File: config.mk
export PLATFORM = sky130hd
export DESIGN_NAME = operand_fetch_unit
export DESIGN_NICKNAME = d
export VERILOG_FILES = /design/src/rtl/ofu_pkg.sv /design/src/rtl/ofu_sm_adder.sv /design/src/rtl/ofu_field_extract.sv /design/src/rtl/operand_fetch_unit.sv
export SDC_FILE = /design/constraint.sdc
export NUM_CORES = 1
export LEC_CHECK = 0
export ABC_CLOCK_PERIOD_IN_PS = 9750
export CAP_MARGIN = 30
export CORE_MARGIN = 1
export CORE_UTILIZATION = 55
export CTS_CLUSTER_DIAMETER = 50
export CTS_CLUSTER_SIZE = 10
export DETAILED_ROUTE_END_ITERATION = 7
export PLACE_DENSITY = 0.94
export SLEW_MARGIN = 25
export SYNTH_ARGS = -nofsm -noshare
export SYNTH_HDL_FRONTEND = slang
export SYNTH_SLANG_ARGS = --single-unit
File: constraint.sdc
create_clock -name clk -period 9.75 [get_ports clk]
set_clock_uncertainty 0.1 [all_clocks]
set_input_delay 2.925 -clock clk [delete_from_list [all_inputs] [get_ports clk]]
set_output_delay 2.925 -clock clk [all_outputs]
set_load 0.01 [all_outputs]
File: src/rtl/ofu_pkg.sv
package ofu_pkg;
    // Word geometry
    parameter int BYTE_W     = 6;
    parameter int N_BYTES    = 5;
    parameter int WORD_W     = 1 + N_BYTES * BYTE_W;
    // Address field and index registers: sign plus two bytes
    parameter int ADR_BYTES  = 2;
    parameter int ADR_MAG_W  = ADR_BYTES * BYTE_W;
    parameter int IDX_W      = 1 + ADR_MAG_W;
    parameter int IDX_COUNT  = 6;
    parameter int IDX_SEL_W  = $clog2(IDX_COUNT + 1);
    // Effective address magnitude grows by one bit through the sum
    parameter int EA_MAG_W   = ADR_MAG_W + 1;
    // Memory
    parameter int MEM_WORDS  = 4000;
    parameter int MEM_AW     = $clog2(MEM_WORDS);
    // Modifier encodes 8*L + R
    parameter int FSEL_W     = 3;

    // Byte positions inside the word (1 = most significant byte)
    parameter int POS_ADR_HI = 1;
    parameter int POS_INDEX  = 3;
    parameter int POS_MOD    = 4;
    parameter int POS_OPC    = 5;

    typedef enum logic [1:0] {
        ST_IDLE,
        ST_INDEX,
        ST_READ,
        ST_WAIT
    } ofu_state_e;

    typedef struct packed {
        ofu_state_e            state;
        logic [WORD_W-1:0]     instr;
        logic                  ea_neg;
        logic [EA_MAG_W-1:0]   ea_mag;
        logic                  err;
        logic [WORD_W-1:0]     operand;
        logic                  done;
    } ofu_regs_t;

    function automatic logic [BYTE_W-1:0] word_byte(input logic [WORD_W-1:0] w, input int pos);
        return w[(N_BYTES - pos) * BYTE_W +: BYTE_W];
    endfunction
endpackage

File: src/rtl/ofu_sm_adder.sv
module ofu_sm_adder #(
    parameter int MAG_W = 12
) (
    input  logic             a_neg,
    input  logic [MAG_W-1:0] a_mag,
    input  logic             b_neg,
    input  logic [MAG_W-1:0] b_mag,
    output logic             sum_neg,
    output logic [MAG_W:0]   sum_mag
);
    logic [MAG_W:0] a_ext;
    logic [MAG_W:0] b_ext;

    assign a_ext = {1'b0, a_mag};
    assign b_ext = {1'b0, b_mag};

    always_comb begin
        if (a_neg == b_neg) begin
            sum_mag = a_ext + b_ext;
            sum_neg = a_neg;
        end else if (a_mag >= b_mag) begin
            // equal magnitudes give zero carrying the first operand's sign
            sum_mag = a_ext - b_ext;
            sum_neg = a_neg;
        end else begin
            sum_mag = b_ext - a_ext;
            sum_neg = b_neg;
        end
    end
endmodule

File: src/rtl/ofu_field_extract.sv
module ofu_field_extract
    import ofu_pkg::*;
(
    input  logic [WORD_W-1:0] word_i,
    input  logic [FSEL_W-1:0] left_i,
    input  logic [FSEL_W-1:0] right_i,
    output logic [WORD_W-1:0] value_o,
    output logic              bad_o
);
    logic [FSEL_W-1:0] first_b;

    assign bad_o   = (left_i > right_i) || (right_i > FSEL_W'(N_BYTES));
    // the sign position never counts as a byte to move
    assign first_b = (left_i == '0) ? FSEL_W'(1) : left_i;

    assign value_o[WORD_W-1] = !bad_o && (left_i == '0) && word_i[WORD_W-1];

    for (genvar k = 1; k <= N_BYTES; k++) begin : g_out_byte
        logic [BYTE_W-1:0] pick;
        always_comb begin
            pick = '0;
            for (int j = 1; j <= N_BYTES; j++) begin
                if (!bad_o && j >= int'(first_b) && j <= int'(right_i)
                    && (j + N_BYTES - int'(right_i)) == k) begin
                    pick = word_byte(word_i, j);
                end
            end
        end
        assign value_o[(N_BYTES - k) * BYTE_W +: BYTE_W] = pick;
    end
endmodule

File: src/rtl/operand_fetch_unit.sv
module operand_fetch_unit
    import ofu_pkg::*;
(
    input  logic                 clk,
    input  logic                 rst_n,
    input  logic                 start,
    input  logic [WORD_W-1:0]    instr,
    output logic [IDX_SEL_W-1:0] idx_sel,
    input  logic [IDX_W-1:0]     idx_val,
    output logic                 mem_rd_en,
    output logic [MEM_AW-1:0]    mem_addr,
    input  logic [WORD_W-1:0]    mem_rdata,
    output logic [EA_MAG_W:0]    eff_addr,
    output logic [WORD_W-1:0]    operand,
    output logic [BYTE_W-1:0]    opcode,
    output logic [BYTE_W-1:0]    modifier,
    output logic                 err,
    output logic                 done
);
    ofu_regs_t q, d;

    // ---------------- decode of the latched word ----------------
    logic [BYTE_W-1:0]    idx_byte;
    logic                 idx_ok;
    logic                 idx_used;
    logic                 adr_neg;
    logic [ADR_MAG_W-1:0] adr_mag;
    logic                 add_neg;
    logic [ADR_MAG_W-1:0] add_mag;

    assign idx_byte = word_byte(q.instr, POS_INDEX);
    assign idx_ok   = idx_byte <= BYTE_W'(IDX_COUNT);
    assign idx_used = idx_ok && (idx_byte != '0);
    assign idx_sel  = idx_ok ? idx_byte[IDX_SEL_W-1:0] : '0;

    assign adr_neg  = q.instr[WORD_W-1];
    assign adr_mag  = q.instr[(N_BYTES - POS_ADR_HI - ADR_BYTES + 1) * BYTE_W +: ADR_MAG_W];
    assign add_neg  = idx_used & idx_val[IDX_W-1];
    assign add_mag  = idx_used ? idx_val[ADR_MAG_W-1:0] : '0;

    assign opcode   = word_byte(q.instr, POS_OPC);
    assign modifier = word_byte(q.instr, POS_MOD);

    // ---------------- effective address ----------------
    logic                sum_neg;
    logic [EA_MAG_W-1:0] sum_mag;
    logic                range_bad;

    ofu_sm_adder #(.MAG_W(ADR_MAG_W)) u_adder (
        .a_neg   (adr_neg),
        .a_mag   (adr_mag),
        .b_neg   (add_neg),
        .b_mag   (add_mag),
        .sum_neg (sum_neg),
        .sum_mag (sum_mag)
    );

    assign range_bad = (sum_neg && (sum_mag != '0))
                    || (sum_mag > EA_MAG_W'(MEM_WORDS - 1));

    // ---------------- field extraction ----------------
    logic [WORD_W-1:0] field_val;
    logic              field_bad;

    ofu_field_extract u_extract (
        .word_i  (mem_rdata),
        .left_i  (modifier[2*FSEL_W-1:FSEL_W]),
        .right_i (modifier[FSEL_W-1:0]),
        .value_o (field_val),
        .bad_o   (field_bad)
    );

    // ---------------- next state ----------------
    logic rd_req;

    always_comb begin
        d        = q;
        d.done   = 1'b0;
        rd_req   = 1'b0;
        unique case (q.state)
            ST_IDLE: begin
                if (start) begin
                    d.instr = instr;
                    d.state = ST_INDEX;
                end
            end
            ST_INDEX: begin
                d.ea_neg = sum_neg;
                d.ea_mag = sum_mag;
                d.err    = !idx_ok || field_bad || range_bad;
                d.state  = ST_READ;
            end
            ST_READ: begin
                if (q.err) begin
                    d.operand = '0;
                    d.done    = 1'b1;
                    d.state   = ST_IDLE;
                end else begin
                    rd_req  = 1'b1;
                    d.state = ST_WAIT;
                end
            end
            ST_WAIT: begin
                d.operand = field_val;
                d.done    = 1'b1;
                d.state   = ST_IDLE;
            end
            default: d.state = ST_IDLE;
        endcase
    end

    always_ff @(posedge clk or negedge rst_n) begin
        if (!rst_n) begin
            q <= '{state: ST_IDLE, default: '0};
        end else begin
            q <= d;
        end
    end

    assign mem_rd_en = rd_req;
    assign mem_addr  = q.ea_mag[MEM_AW-1:0];
    assign eff_addr  = {q.ea_neg, q.ea_mag};
    assign operand   = q.operand;
    assign err       = q.err;
    assign done      = q.done;

    // ---------------- assertions ----------------

    done_pulse_chk: assert property (@(posedge clk) disable iff (!rst_n)
        done |=> !done);


    rd_pulse_chk: assert property (@(posedge clk) disable iff (!rst_n)
        mem_rd_en |=> !mem_rd_en);


    rd_to_done_chk: assert property (@(posedge clk) disable iff (!rst_n)
        mem_rd_en |=> ##1 done);


    rd_in_range_chk: assert property (@(posedge clk) disable iff (!rst_n)
        mem_rd_en |-> ((!eff_addr[EA_MAG_W] || eff_addr[EA_MAG_W-1:0] == '0)
                       && eff_addr[EA_MAG_W-1:0] <= EA_MAG_W'(MEM_WORDS - 1)));


    err_zero_chk: assert property (@(posedge clk) disable iff (!rst_n)
        (done && err) |-> (operand == '0));


    pos_sign_chk: assert property (@(posedge clk) disable iff (!rst_n)
        (done && !err && modifier[2*FSEL_W-1:FSEL_W] != '0) |-> !operand[WORD_W-1]);


    hold_chk: assert property (@(posedge clk) disable iff (!rst_n)
        (done && !start) |=> ($stable(operand) && $stable(opcode) && $stable(err)));
endmodule

# Yosys cells after proc, flatten, opt, wreduce, memory -nomap -nowiden
# Cells that the tools add are included.
# totals
register_bits	80
in_bits	78
output_inout_bits	75
# classes
add_sub_neg	8
n_lt_le_gt_ge	15
eq_ne	31
mux	39
bitwise_logic	1
n_reduce_logical	52
# ops
op	n
$eq 32x3->1 const B	10
$eq 32x4->1 const B	10
$eq 32x2->1 const B	5
$mux 6	25
$pmux 32 s2	1
$logic_and 1x1->1	39
$mux 33	1
$mux 32	1
$mux 13	2
$sub 12x12->13	2
$sub 4x3->5 const A	3
$add 12x12->13	1
$gt 13x12->1 const B	1
$reduce_bool 13->1	1
$ge 12x12->1	1
$mux 12	1
$pmux 2 s4	1
$sub 3x3->4 const A	2
$ge 2x3->1 const A	2
$ge 3x3->1 const A	2
$le 2x3->1 const A	2
$le 3x3->1 const A	2
$le 6x3->1 const B	1
$mux 3	2
other kinds (18)	28

# Longest topological paths before layout
# Gate-level depths: netlist of the first run.
# logic_depth
depth_word	12
ltp_mapped	17
depth_no_buf	17

# By module
# From an unflattened synthesis of the first run, not the netlist that was laid out.
# unflattened
hier_cells	787
area_unflattened_um2	7058.0
# by_module_without_submodules
mod	instances	cells_per_inst	area_per_inst_um2	seq_area_each_um2
operand_fetch_unit	1	277	3618.5	2001.9
ofu_sm_adder	1	248	1744.2	0.0
ofu_field_extract	1	262	1695.4	0.0

# Least setup slack after synthesis of the first run
# Ideal clock, no wire load.
# synth_timing
path_type	input-to-reg
startpoint	in idx_val[1]
endpoint	reg q, in the netlist err
setup_time_ns	0.133
arrival_time_ns	5.715
required_ns	9.517
slack_ns	3.802
cell_stages	12
path_cell_list	nand2_1 -> inv_1 -> ha_1 -> and3b_4 -> o211a_1 -> o31a_1 -> or3_4 -> and3b_1 -> or3_1 -> a31o_1 -> nor4_2 -> a211oi_1
# synth_via
elab_chain_len	8
word_cells_on_any_way	14
classes_between	3 x add/sub; 2 x order compare; 5 x mux; 4 x reduce/logical
# synth_lines
element	line_no	rtl
from (decl)	operand_fetch_unit.sv:9	input logic [IDX_W-1:0] idx_val,
$mux 12 (*)	operand_fetch_unit.sv:39	assign add_mag = idx_used ? idx_val[ADR_MAG_W-1:0] : '0;
branches (longest 5 deep; another with $sub 12x12->13)	--	
$logic_or 1x1->1 (*)	operand_fetch_unit.sv:59	|| (sum_mag > EA_MAG_W'(MEM_WORDS - 1));
$logic_or 1x1->1 (*)	operand_fetch_unit.sv:90	d.err = !idx_ok || field_bad || range_bad;
to (signal assigned)	operand_fetch_unit.sv:114	q <= '{state: ST_IDLE, default: '0};
to (signal assigned)	operand_fetch_unit.sv:116	q <= d;
to (decl)	operand_fetch_unit.sv:20	ofu_regs_t q, d;
# Every way passes the cells marked *.
# A chain may end at the register's enable or synchronous reset.

# Worst setup path in the final report of the first run
# layout_timing
startpoint	in idx_val[5]
endpoint	reg q, in the netlist err
# The elaborated chain is that of the path after synthesis.

==> metrics.md, run 1 <==
| Metric | Value |
|---|---|
| Critical Path Max Stage Delay | `0.60 ns` |
| Crit path time final | `6.35 ns` |
| HP Class | `register to register` |
| RSZ-0062 raised after global routing | `no` |
| Port buffer count | `152` |
| Main combinational cell family by area after synthesis | `compound AO/OA/AOI/OAI gates` |
| Relative slew slack | `42.6%` |
| Initial Util | `56.3%` |
| Async set or reset register ratio after synthesis | `100%` |
| Period utilization | `65.1%` |
| Final Hold Fails | `0` |
| DPL Wire Length | `13.2 mm` |
| Root buf cell | `clkbuf_16` |
| GRT Resource Usage Total | `29.9%` |
| Area taken by flip-flops and latches | `2000 µm²` |
| Most numerous cell in the Yosys netlist | `nand2_1` |
| Worst EP arrival | `6.48 ns` |
| Share of layout cells above drive strength 1 | `6.38%` |
| Synth area leaders | `dfrtp_1 (31%), ha_1 (9.7%), buf_4 (8.1%), nand2_1 (6.5%), o21ai_0 (5.0%)` |
| # diodes | `0` |
| Via count | `6277` |
| I/O pin cnt | `153` |
| WP data required | `9.88 ns` |
| Unique cell type count in the Yosys netlist | `65` |
| Vias in the first global route | `5682` |
| Synthesized area per cell | `8.36 µm²` |
| Placement Cell Area | `7550 µm²` |
| Setup tns final | `0 ns` |
| Commonest cells post-synth | `nand2_1 (112), dfrtp_1 (80), buf_4 (69)` |
| Fill count | `902` |
| Via/cell ratio | `6.34` |
| # resized after CTS | `0` |
| Compound-gate portion of the synthesized area | `23.6%` |
| Leakage power | `3.50 nW` |
| Final #Nets | `973` |
| Pwr dens | `325 nW/µm²` |
| Simple-gate area share of the yosys netlist | `18.5%` |
| Area leader, netlist | `dfrtp_1` |
| CP Max Fanout | `16` |
| CP delay by family, top | `simple AND/OR/NAND/NOR gates` |
| Post-Syn Instances | `769` |
| Initial antenna violation count | `0` |
| Mapped Nets | `900` |
| Die Y | `110 µm` |
| CTS tree | `yes` |
| Status | `finished with violations` |
| Main synth FF type | `dfrtp_1` |
| CP startpoint kind | `input port` |
| Crit-path slowest cell | `ha_1` |
| Global route total overflow | `0` |
| Yosys warns | `0` |
| Register area share after synthesis | `31.1%` |
| Failing checks | `design-rule violations` |
| Max VDD drop | `176 µV` |
| Routed WL | `17.9 mm` |
| Post-CTS Setup Repair Bufs | `0` |
| Core ar. | `11400 µm²` |
| Maximum capacitance violations | `0` |
| Post-cts hold buffer count | `0` |
| Post-placement setup slack | `3.09 ns` |
| Mux cell area share after synthesis | `2.61%` |
| First-pass GRT wire length | `28.0 mm` |
| Post-Synth Adder-Cell Area | `10.7%` |
| Endpoint class of the critical path | `register` |
| # rows | `39` |
| CTS Sinks | `80` |
| Detailed Routing Iterations Pass 1 | `8` |
| Setup CP Type | `input port to register` |
| Num CTS Buffers | `9` |
| Die area | `12100 µm²` |
| Multi-input gate area | `3640 µm²` |
| Wire per inst | `18.1 µm` |
| FF+latch count, synth | `80` |
| Routability Congestion | `0.994` |
| Crit path cell chain | `clkdlybuf4s50_1 > nand2_1 > inv_1 > ha_1 > nand4_1 > nor3_1 > o31a_1 > o21ai_0 > and3b_1 > or3_1 > a31o_1 > nor4_2 > a211oi_1` |
| Design area | `7930 µm²` |
| Clk Latency, worst-skew pair | `0.35 ns` |
| Synthesized cell area | `6430 µm²` |
| Maximum buffer depth of the clock tree | `2` |
| EDFF count, synth | `0` |
| DIE WIDTH | `110 µm` |
| Clock-pin slew on the worst setup and hold paths | `0.07 ns` |
| Final worst slack | `3.40 ns` |
| Synth Area in XOR/XNOR | `0.953%` |
| Buf+Inv Stages, Crit Path | `2` |
| DRC Markers | `17` |
| # setup viols final | `0` |
| Area grow syn2layout | `23.2%` |
| Top cell type's share of synthesized area | `31.1%` |
| Post-DRT Antenna Nets | `0` |
| DR iter-0 viols | `906` |
| Final Max Tran Viols | `0` |
| Achievable frequency | `0.157 GHz` |
| Least-Margin Pin Slew | `0.860 ns` |
| Largest net degree at the start of global routing | `50` |
| # H-tree levels | `3` |
==> power by group <==
part	leakage [nW]	internal, mW	switching, mW
logic	2.30	0.673	0.942
registers	1.03	0.447	0.118
clock network	0.170	0.251	0.148
total	3.50	1.37	1.21
==> cells by family after synthesis <==
kind of cell	after synthesis
AOI/OAI and AO/OA	223
xor gates and xnor gates	7
adders and majority gates	53
buffers and inverters	143
DFF	80
muxes	15
and+or+nand+nor	248
==> metrics by stage <==
| step | hold slack, ns | utilization [%] | total power, mW | instances |
|---|---|---|---|---|
| 2_1_floorplan | 0.351 | - | 1.72 | 769 |
| 3_3_place_gp | 0.358 | 66.0 | 2.11 | 969 |
| 3_5_place_dp | 0.365 | 66.1 | 2.14 | 970 |
| 4_1_cts | 0.380 | 69.1 | 2.55 | 986 |
| 5_1_grt | 0.394 | 69.4 | 2.77 | 990 |
| 6_report | 0.375 | 69.4 | 2.58 | 990 |
==> registers in the layout, indices dropped and copies added (netlist names) <==
register and count:
operand 31, eff_addr 14, adr_mag 12, idx_byte 6, modifier 6, opcode 6
q 2, adr_neg 1, done 1, err 1
==> layout by cell type, fill, tap and decap left out, types with 4 or more instances in the layout <==
cell / synthesis / layout
a2111oi_0: 4 / 4
a211oi_1: 11 / 11
a21o_1: 17 / 17
a21oi_1: 40 / 40
a222oi_1: 24 / 24
a22oi_1: 8 / 8
a31oi_1: 12 / 12
and2_1: 5 / 5
and3_1: 6 / 6
and4_1: 4 / 4
buf_4: 69 / 6
clkbuf_16: 0 / 9
clkdlybuf4s50_1: 0 / 151
dfrtp_1: 80 / 80
ha_1: 50 / 50
inv_1: 43 / 43
mux2_2: 14 / 14
nand2_1: 112 / 112
nand2b_1: 7 / 7
nand3_1: 12 / 12
nand4_1: 8 / 8
nor2_1: 34 / 34
nor2b_1: 9 / 9
nor3_1: 20 / 20
nor4_1: 6 / 5
o21ai_0: 64 / 64
o311ai_0: 4 / 4
o31ai_1: 4 / 4
or2_2: 4 / 4
or3_1: 8 / 8
xnor2_1: 5 / 5
==> layer usage <==
layer	wire length [µm]	share of wire [%]	global-route usage [%]
met1	7340	41	39.2
met2	8140	45	47.1
met3	1770	9.9	7.00
met4	645	3.6	13.3
met5	0	0	0
==> layout make-up <==
class / instances / share of cell area (%)
clock buffer: 9 / 2.84
clock inverter: 7 / 1.48
tap: 143 / 2.26
timing repair buffer: 162 / 20.2
inverter: 43 / 2.04
sequential: 80 / 25.3
multi-input combinational: 546 / 45.9
==> final timing paths <==
path / startpoint / to / slack [ns] / depth (start not counted)
max in group asynchronous: rst_n / opcode[2]$_DFFE_PN0P_ / 6.43 / 2
max: idx_val[5] / err$_DFFE_PN0N_ / 3.40 / 13
max reg2reg: idx_byte[3]$_DFFE_PN0P_ / err$_DFFE_PN0N_ / 4.74 / 15
min reg2reg: operand[0]$_DFFE_PN0P_ / operand[0]$_DFFE_PN0P_ / 0.37 / 1
min in group asynchronous: rst_n / operand[20]$_DFFE_PN0P_ / 2.50 / 1
min: operand[0]$_DFFE_PN0P_ / operand[0]$_DFFE_PN0P_ / 0.37 / 1
No activity file was read; power rests on OpenSTA's default activity.
==> inputs of run 2 (changes only) <==
--- a/config.mk
+++ b/config.mk
@@ -5,14 +5,14 @@
 export SDC_FILE = /design/constraint.sdc
 export NUM_CORES = 1
 export LEC_CHECK = 0
-export ABC_CLOCK_PERIOD_IN_PS = 9750
+export ABC_CLOCK_PERIOD_IN_PS = 5300
 export CAP_MARGIN = 30
 export CORE_MARGIN = 1
-export CORE_UTILIZATION = 55
+export CORE_UTILIZATION = 46
 export CTS_CLUSTER_DIAMETER = 50
 export CTS_CLUSTER_SIZE = 10
 export DETAILED_ROUTE_END_ITERATION = 7
-export PLACE_DENSITY = 0.94
+export PLACE_DENSITY = 0.85
 export SLEW_MARGIN = 25
 export SYNTH_ARGS = -nofsm -noshare
 export SYNTH_HDL_FRONTEND = slang
==> constraint.sdc (replaced) <==
create_clock -name clk -period 5.3 [get_ports clk]
set_clock_uncertainty 0.1 [all_clocks]
set_input_delay 1.59 -clock clk [delete_from_list [all_inputs] [get_ports clk]]
set_output_delay 1.59 -clock clk [all_outputs]
set_load 0.01 [all_outputs]
==> metrics.md, run 2 (synthesized netlist as in run 1, its figures left out) <==
| Metric | Value |
|---|---|
| First-pass GRT wire length | `28.6 mm (+2.1%)` |
| DR iter-0 viols | `974 (+7.5%)` |
| Final Hold Fails | `0 (unchanged)` |
| Period utilization | `92.7%` |
| CP startpoint kind | `input port` |
| Least-Margin Pin Slew | `1.06 ns (+0.200 ns)` |
| Clock-pin slew on the worst setup and hold paths | `0.06 ns (about the same)` |
| # diodes | `0 (unchanged)` |
| Via count | `6177 (-1.6%)` |
| Crit path time final | `4.91 ns` |
| Hold Slack | `0.375 ns (+0.000134 ns)` |
| Setup CP Type | `input port to register` |
| Share of layout cells above drive strength 1 | `7.14% (+0.77 points)` |
| # H-tree levels | `3 (unchanged)` |
| Achievable frequency | `0.204 GHz` |
| Placed cell count | `1014 (+4.5%)` |
| # rows | `42 (+7.7%)` |
| Endpoint class of the critical path | `register` |
| Maximum capacitance violations | `0 (unchanged)` |
| Post-DRT Antenna Nets | `0 (unchanged)` |
| Initial antenna violation count | `0 (unchanged)` |
| Worst reg2reg setup slack | `0.46 ns (-4.28 ns)` |
| Final worst slack | `0.386 ns (-3.01 ns)` |
| Commonest non-fill, non-tap cell in the layout | `clkdlybuf4s50_1` |
| Num CTS Buffers | `9 (unchanged)` |
| Detailed Routing Iterations Pass 1 | `7 (-1)` |
| Critical R2R Launch | `idx_byte[3]$_DFFE_PN0P_` |
| GRT Resource Usage Total | `24.7% (-5.3 points)` |
| Final #Nets | `980 (+0.72%)` |
| DRC Markers | `0 (-17)` |
| Fin util | `59.0% (-10 points)` |
| Most frequent cells in the layout | `clkdlybuf4s50_1 (151), nand2_1 (112), dfrtp_1 (80)` |
| Final Max Tran Viols | `0 (unchanged)` |
| Die area | `14500 µm² (+19%)` |
| Vias in the first global route | `5694 (+0.21%)` |
| Wire per inst | `17.4 µm (-3.8%)` |
| WP data required | `5.45 ns (-4.43 ns)` |
| Maximum buffer depth of the clock tree | `2 (unchanged)` |
| DIE WIDTH | `120 µm (+9.2%)` |
| Largest register FFs | `31 (unchanged)` |
| Root buf cell | `clkbuf_16` |
| Max VDD drop | `337 µV (+91%)` |
| Worst Setup SP | `idx_val[2]` |
| Routed WL | `17.9 mm (about the same)` |
| Placement Cell Area | `7660 µm² (+1.5%)` |
| Die Y | `120 µm (+9.2%)` |
| # resized after CTS | `0 (unchanged)` |
| Pwr dens | `585 nW/µm² (+80%)` |
| Via/cell ratio | `6.00 (-5.4%)` |
| Routability Congestion | `0.955 (-3.9%)` |
| Post-cts hold buffer count | `0 (unchanged)` |
| Post-CTS Setup Repair Bufs | `0 (unchanged)` |
| Worst EP arrival | `5.06 ns (-1.42 ns)` |
| HP Class | `register to register` |
| Post-placement setup slack | `0.104 ns (-2.99 ns)` |
| # setup viols final | `0 (unchanged)` |
| CP Max Fanout | `9 (-7)` |
| DPL Wire Length | `13.4 mm (+1.7%)` |
| Core ar. | `13500 µm² (+18%)` |
| Area grow syn2layout | `23.5%` |
| CTS tree | `yes` |
| RSZ-0062 raised after global routing | `no` |
| Clk Latency, worst-skew pair | `0.34 ns (about the same)` |
| Status | `completed` |
| Initial Util | `47.8% (-8.5 points)` |
| Relative slew slack | `28.6% (-14 points)` |
| I/O pin cnt | `153 (unchanged)` |
| Largest net degree at the start of global routing | `53 (+6.0%)` |
| Setup tns final | `0 ns (unchanged)` |
| Port buffer count | `152 (unchanged)` |
| CTS Sinks | `80 (unchanged)` |
| Final Instance Count excl. Fillers | `1030 (+4.0%)` |
| Leakage power | `3.49 nW (-0.20%)` |
| Design area | `7940 µm² (+0.21%)` |
| Hold_sp | `operand[1]$_DFFE_PN0P_` |
| Power Total | `4.65 mW (+80%)` |
| Global route total overflow | `0 (unchanged)` |
[run 2: cell count changes in the layout (fill, tap and decap cells not counted), sizes merged]
cell      change
clkbuf        -2
inv           -1
buf          +10
bufinv        -3
clkinv        +1
clkinvlp      +2
[run 2: cell type report]
class                   count  area, µm²
fillers                  1187       5510
multi-input cells         546       3640
flip-flops and latches     80       2000
repair buffers            169       1650
clock buffers              10        239
well taps                 176        220
inverters                  43        161
clock inverters             6       35.0
[run 2: worst paths after layout]
path | end | cells after the start
max | err$_DFFE_PN0N_ | 13
min | operand[1]$_DFFE_PN0P_ | 1
max reg2reg | err$_DFFE_PN0N_ | 15
min reg2reg | operand[1]$_DFFE_PN0P_ | 1
max in group asynchronous | adr_mag[8]$_DFFE_PN0P_ | 2
min in group asynchronous | done$_DFF_PN0_ | 1
[run 2: routing by layer]
layer,wire length (µm),GRT usage (%)
met5,0,0
met2,8350,40.7
met4,450,7.95
met1,7480,32.8
met3,1630,4.20
[run 2: critical path, cell delays in order]
cell and delay, ns:
clkdlybuf4s50_1 0.45, nand2_1 0.07, inv_1 0.10, ha_1 0.33, and3b_4 0.25, o211a_1 0.26, o31ai_2 0.47, nand2_1 0.28
a2111oi_0 0.63, o41ai_1 0.22, nand3_1 0.13, a41oi_1 0.05, a211oi_1 0.22
[run 2: power breakdown]
part | internal (mW) | switching [mW] | total (mW) | leakage, nW
logic | 1.29 | 1.73 | 3.02 | 2.33
registers | 0.822 | 0.218 | 1.04 | 1.03
clock network | 0.327 | 0.260 | 0.587 | 0.134
==> inputs of run 3 (changes only) <==
--- a/config.mk
+++ b/config.mk
@@ -12,6 +12,8 @@
 export CTS_CLUSTER_DIAMETER = 50
 export CTS_CLUSTER_SIZE = 10
 export DETAILED_ROUTE_END_ITERATION = 7
+export GPL_ROUTABILITY_DRIVEN = 0
+export GPL_TIMING_DRIVEN = 0
 export PLACE_DENSITY = 0.85
 export SLEW_MARGIN = 25
 export SYNTH_ARGS = -nofsm -noshare
==> metrics.md, run 3 (synthesized netlist as in run 1, its figures left out) <==
| Metric | Value |
|---|---|
| Share of layout cells above drive strength 1 | `13.0% (+5.8 points)` |
| Initial antenna violation count | `0 (unchanged)` |
| Final Max Tran Viols | `0 (unchanged)` |
| Leakage power | `3.85 nW (+10%)` |
| WP data required | `5.42 ns (-0.03 ns)` |
| Fin util | `63.4% (+4.4 points)` |
| Root buf cell | `clkbuf_16` |
| CP Max Fanout | `10 (+1)` |
| # diodes | `0 (unchanged)` |
| Least-Margin Pin Slew | `0.940 ns (-0.121 ns)` |
| Post-DRT Antenna Nets | `0 (unchanged)` |
| Die area | `14500 µm² (unchanged)` |
| Period utilization | `95.6% (+2.9 points)` |
| Port buffer count | `152 (unchanged)` |
| Final #Nets | `1069 (+9.1%)` |
| Post-placement setup slack | `-0.0677 ns (-0.171 ns)` |
| RSZ-0062 raised after global routing | `no` |
| Achievable frequency | `0.197 GHz (-3.0%)` |
| DPL Wire Length | `14.3 mm (+6.7%)` |
| Placement Cell Area | `8210 µm² (+7.2%)` |
| Placed cell count | `1098 (+8.3%)` |
| Clk Latency, worst-skew pair | `0.35 ns (about the same)` |
| Detailed Routing Iterations Pass 1 | `6 (-1)` |
| # rows | `42 (unchanged)` |
| Post-cts hold buffer count | `0 (unchanged)` |
| CP startpoint kind | `input port` |
| Setup CP Type | `input port to register` |
| Die Y | `120 µm (unchanged)` |
| DR iter-0 viols | `999 (+2.6%)` |
| CTS tree | `yes` |
| DRC Markers | `0 (unchanged)` |
| Clock-pin slew on the worst setup and hold paths | `0.06 ns (about the same)` |
| Core ar. | `13500 µm² (unchanged)` |
| Final Hold Fails | `0 (unchanged)` |
| Relative slew slack | `36.8% (+8.1 points)` |
| Commonest non-fill, non-tap cell in the layout | `clkdlybuf4s50_1` |
| CTS Sinks | `80 (unchanged)` |
| Power Total | `4.91 mW (+5.8%)` |
| Fill count | `1129 (-4.9%)` |
| Endpoint class of the critical path | `register` |
| I/O pin cnt | `153 (unchanged)` |
| Crit path time final | `5.07 ns (+0.152 ns)` |
| DIE WIDTH | `120 µm (unchanged)` |
| Global route total overflow | `0 (unchanged)` |
| Via count | `6529 (+5.7%)` |
| Largest register FFs | `31 (unchanged)` |
| Num CTS Buffers | `9 (unchanged)` |
| GRT Resource Usage Total | `25.9% (+1.3 points)` |
| # H-tree levels | `3 (unchanged)` |
| Area grow syn2layout | `32.7%` |
| Maximum buffer depth of the clock tree | `2 (unchanged)` |
| Pwr dens | `576 nW/µm² (-1.6%)` |
| Vias in the first global route | `5897 (+3.6%)` |
| Worst EP arrival | `5.19 ns (+0.13 ns)` |
| # setup viols final | `0 (unchanged)` |
| Final worst slack | `0.235 ns (-0.152 ns)` |
| First-pass GRT wire length | `29.8 mm (+4.0%)` |
| Design area | `8540 µm² (+7.5%)` |
| Wire per inst | `16.7 µm (-4.2%)` |
| HP Class | `register to register` |
| Final Instance Count excl. Fillers | `1118 (+8.5%)` |
| Most frequent cells in the layout | `clkdlybuf4s50_1 (151), nand2_1 (112), dfrtp_1 (80)` |
| Initial Util | `47.8% (unchanged)` |
| Largest net degree at the start of global routing | `53 (unchanged)` |
| Maximum capacitance violations | `0 (unchanged)` |
| Max VDD drop | `268 µV (-20%)` |
| Via/cell ratio | `5.84 (-2.6%)` |
| Routed WL | `18.6 mm (+4.0%)` |
| Status | `completed` |
## run 3: changes by cell type in the layout (fill, tap and decap cells not counted), moves of 2 or more
| cell | delta |
|---|---|
| buf_4 | +54 |
| clkbuf_1 | +28 |
| clkbuf_2 | +4 |
| a2111oi_0 | -3 |
| a2111oi_2 | +2 |
| buf_2 | +2 |
| clkinv_2 | -2 |
## run 3: layer usage
| metal | share of wire, % | GRT usage (%) | wire (µm) | vias up |
|---|---|---|---|---|
| met1 | 41 | 35.1 | 7700 | 3045 |
| met3 | 9.1 | 5.14 | 1700 | 43 |
| met5 | 0 | 0 | 0 | - |
| met2 | 47 | 41.5 | 8760 | 380 |
| met4 | 2.5 | 8.72 | 461 | 0 |
| li1 | - | - | - | 3061 |
## run 3: power by group
group | switching [mW] | total (mW) | internal, mW
Sequential | 0.201 | 1.02 | 0.823
Combinational | 1.83 | 3.30 | 1.46
Clock | 0.256 | 0.595 | 0.339
Total | 2.29 | 4.91 | 2.63
## run 3: area by class of cell
type | count | area, µm² | share of cell area [%]
multi-input cells | 546 | 3660 | 42.8
flip-flops and latches | 80 | 2000 | 23.5
repair buffers | 158 | 1580 | 18.5
plain buffers | 100 | 646 | 7.56
clock buffers | 12 | 256 | 3.00
well taps | 176 | 220 | 2.58
inverters | 43 | 161 | 1.89
clock inverters | 3 | 17.5 | 0.205
## run 3: path summary, 6_finish.rpt
kind	startpoint	to	slack [ns]	cells past startpoint
setup / recovery	idx_val[4]	err$_DFFE_PN0N_	0.23	14
hold / removal	operand[9]$_DFFE_PN0P_	operand[9]$_DFFE_PN0P_	0.38	1
setup reg to reg	idx_byte[3]$_DFFE_PN0P_	err$_DFFE_PN0N_	0.30	17
hold reg to reg	operand[9]$_DFFE_PN0P_	operand[9]$_DFFE_PN0P_	0.38	1
max in group asynchronous	rst_n	opcode[1]$_DFFE_PN0P_	3.42	2
min in group asynchronous	rst_n	eff_addr[4]$_DFFE_PN0N_	1.08	1
## run 3: what timing repair did
item                       in CTS  in global routing
setup buffers                   0                  2
setup endpoints to repair       0                  4
resized for setup               0                  6
## run 3: metrics by stage
| stage | TNS, ns | hold WS (ns) |
|---|---|---|
| floorplan | 0 | 0.351 |
| global placement | -37.60 | 0.360 |
| detailed placement | -0.0677 | 0.367 |
| CTS | 0 | 0.380 |
| global route | 0 | 0.386 |
| finish | 0 | 0.379 |
## run 3: critical path, stage by stage
cell             delay (ns)
clkdlybuf4s50_1        0.46
nand2_1                0.07
inv_1                  0.11
ha_1                   0.26
clkbuf_1               0.25
a21oi_1                0.21
o221ai_1               0.23
o31a_1                 0.41
or3_4                  0.41
and3b_1                0.22
or3_1                  0.31
a31o_1                 0.26
nor4_2                 0.29
a211oi_1               0.10
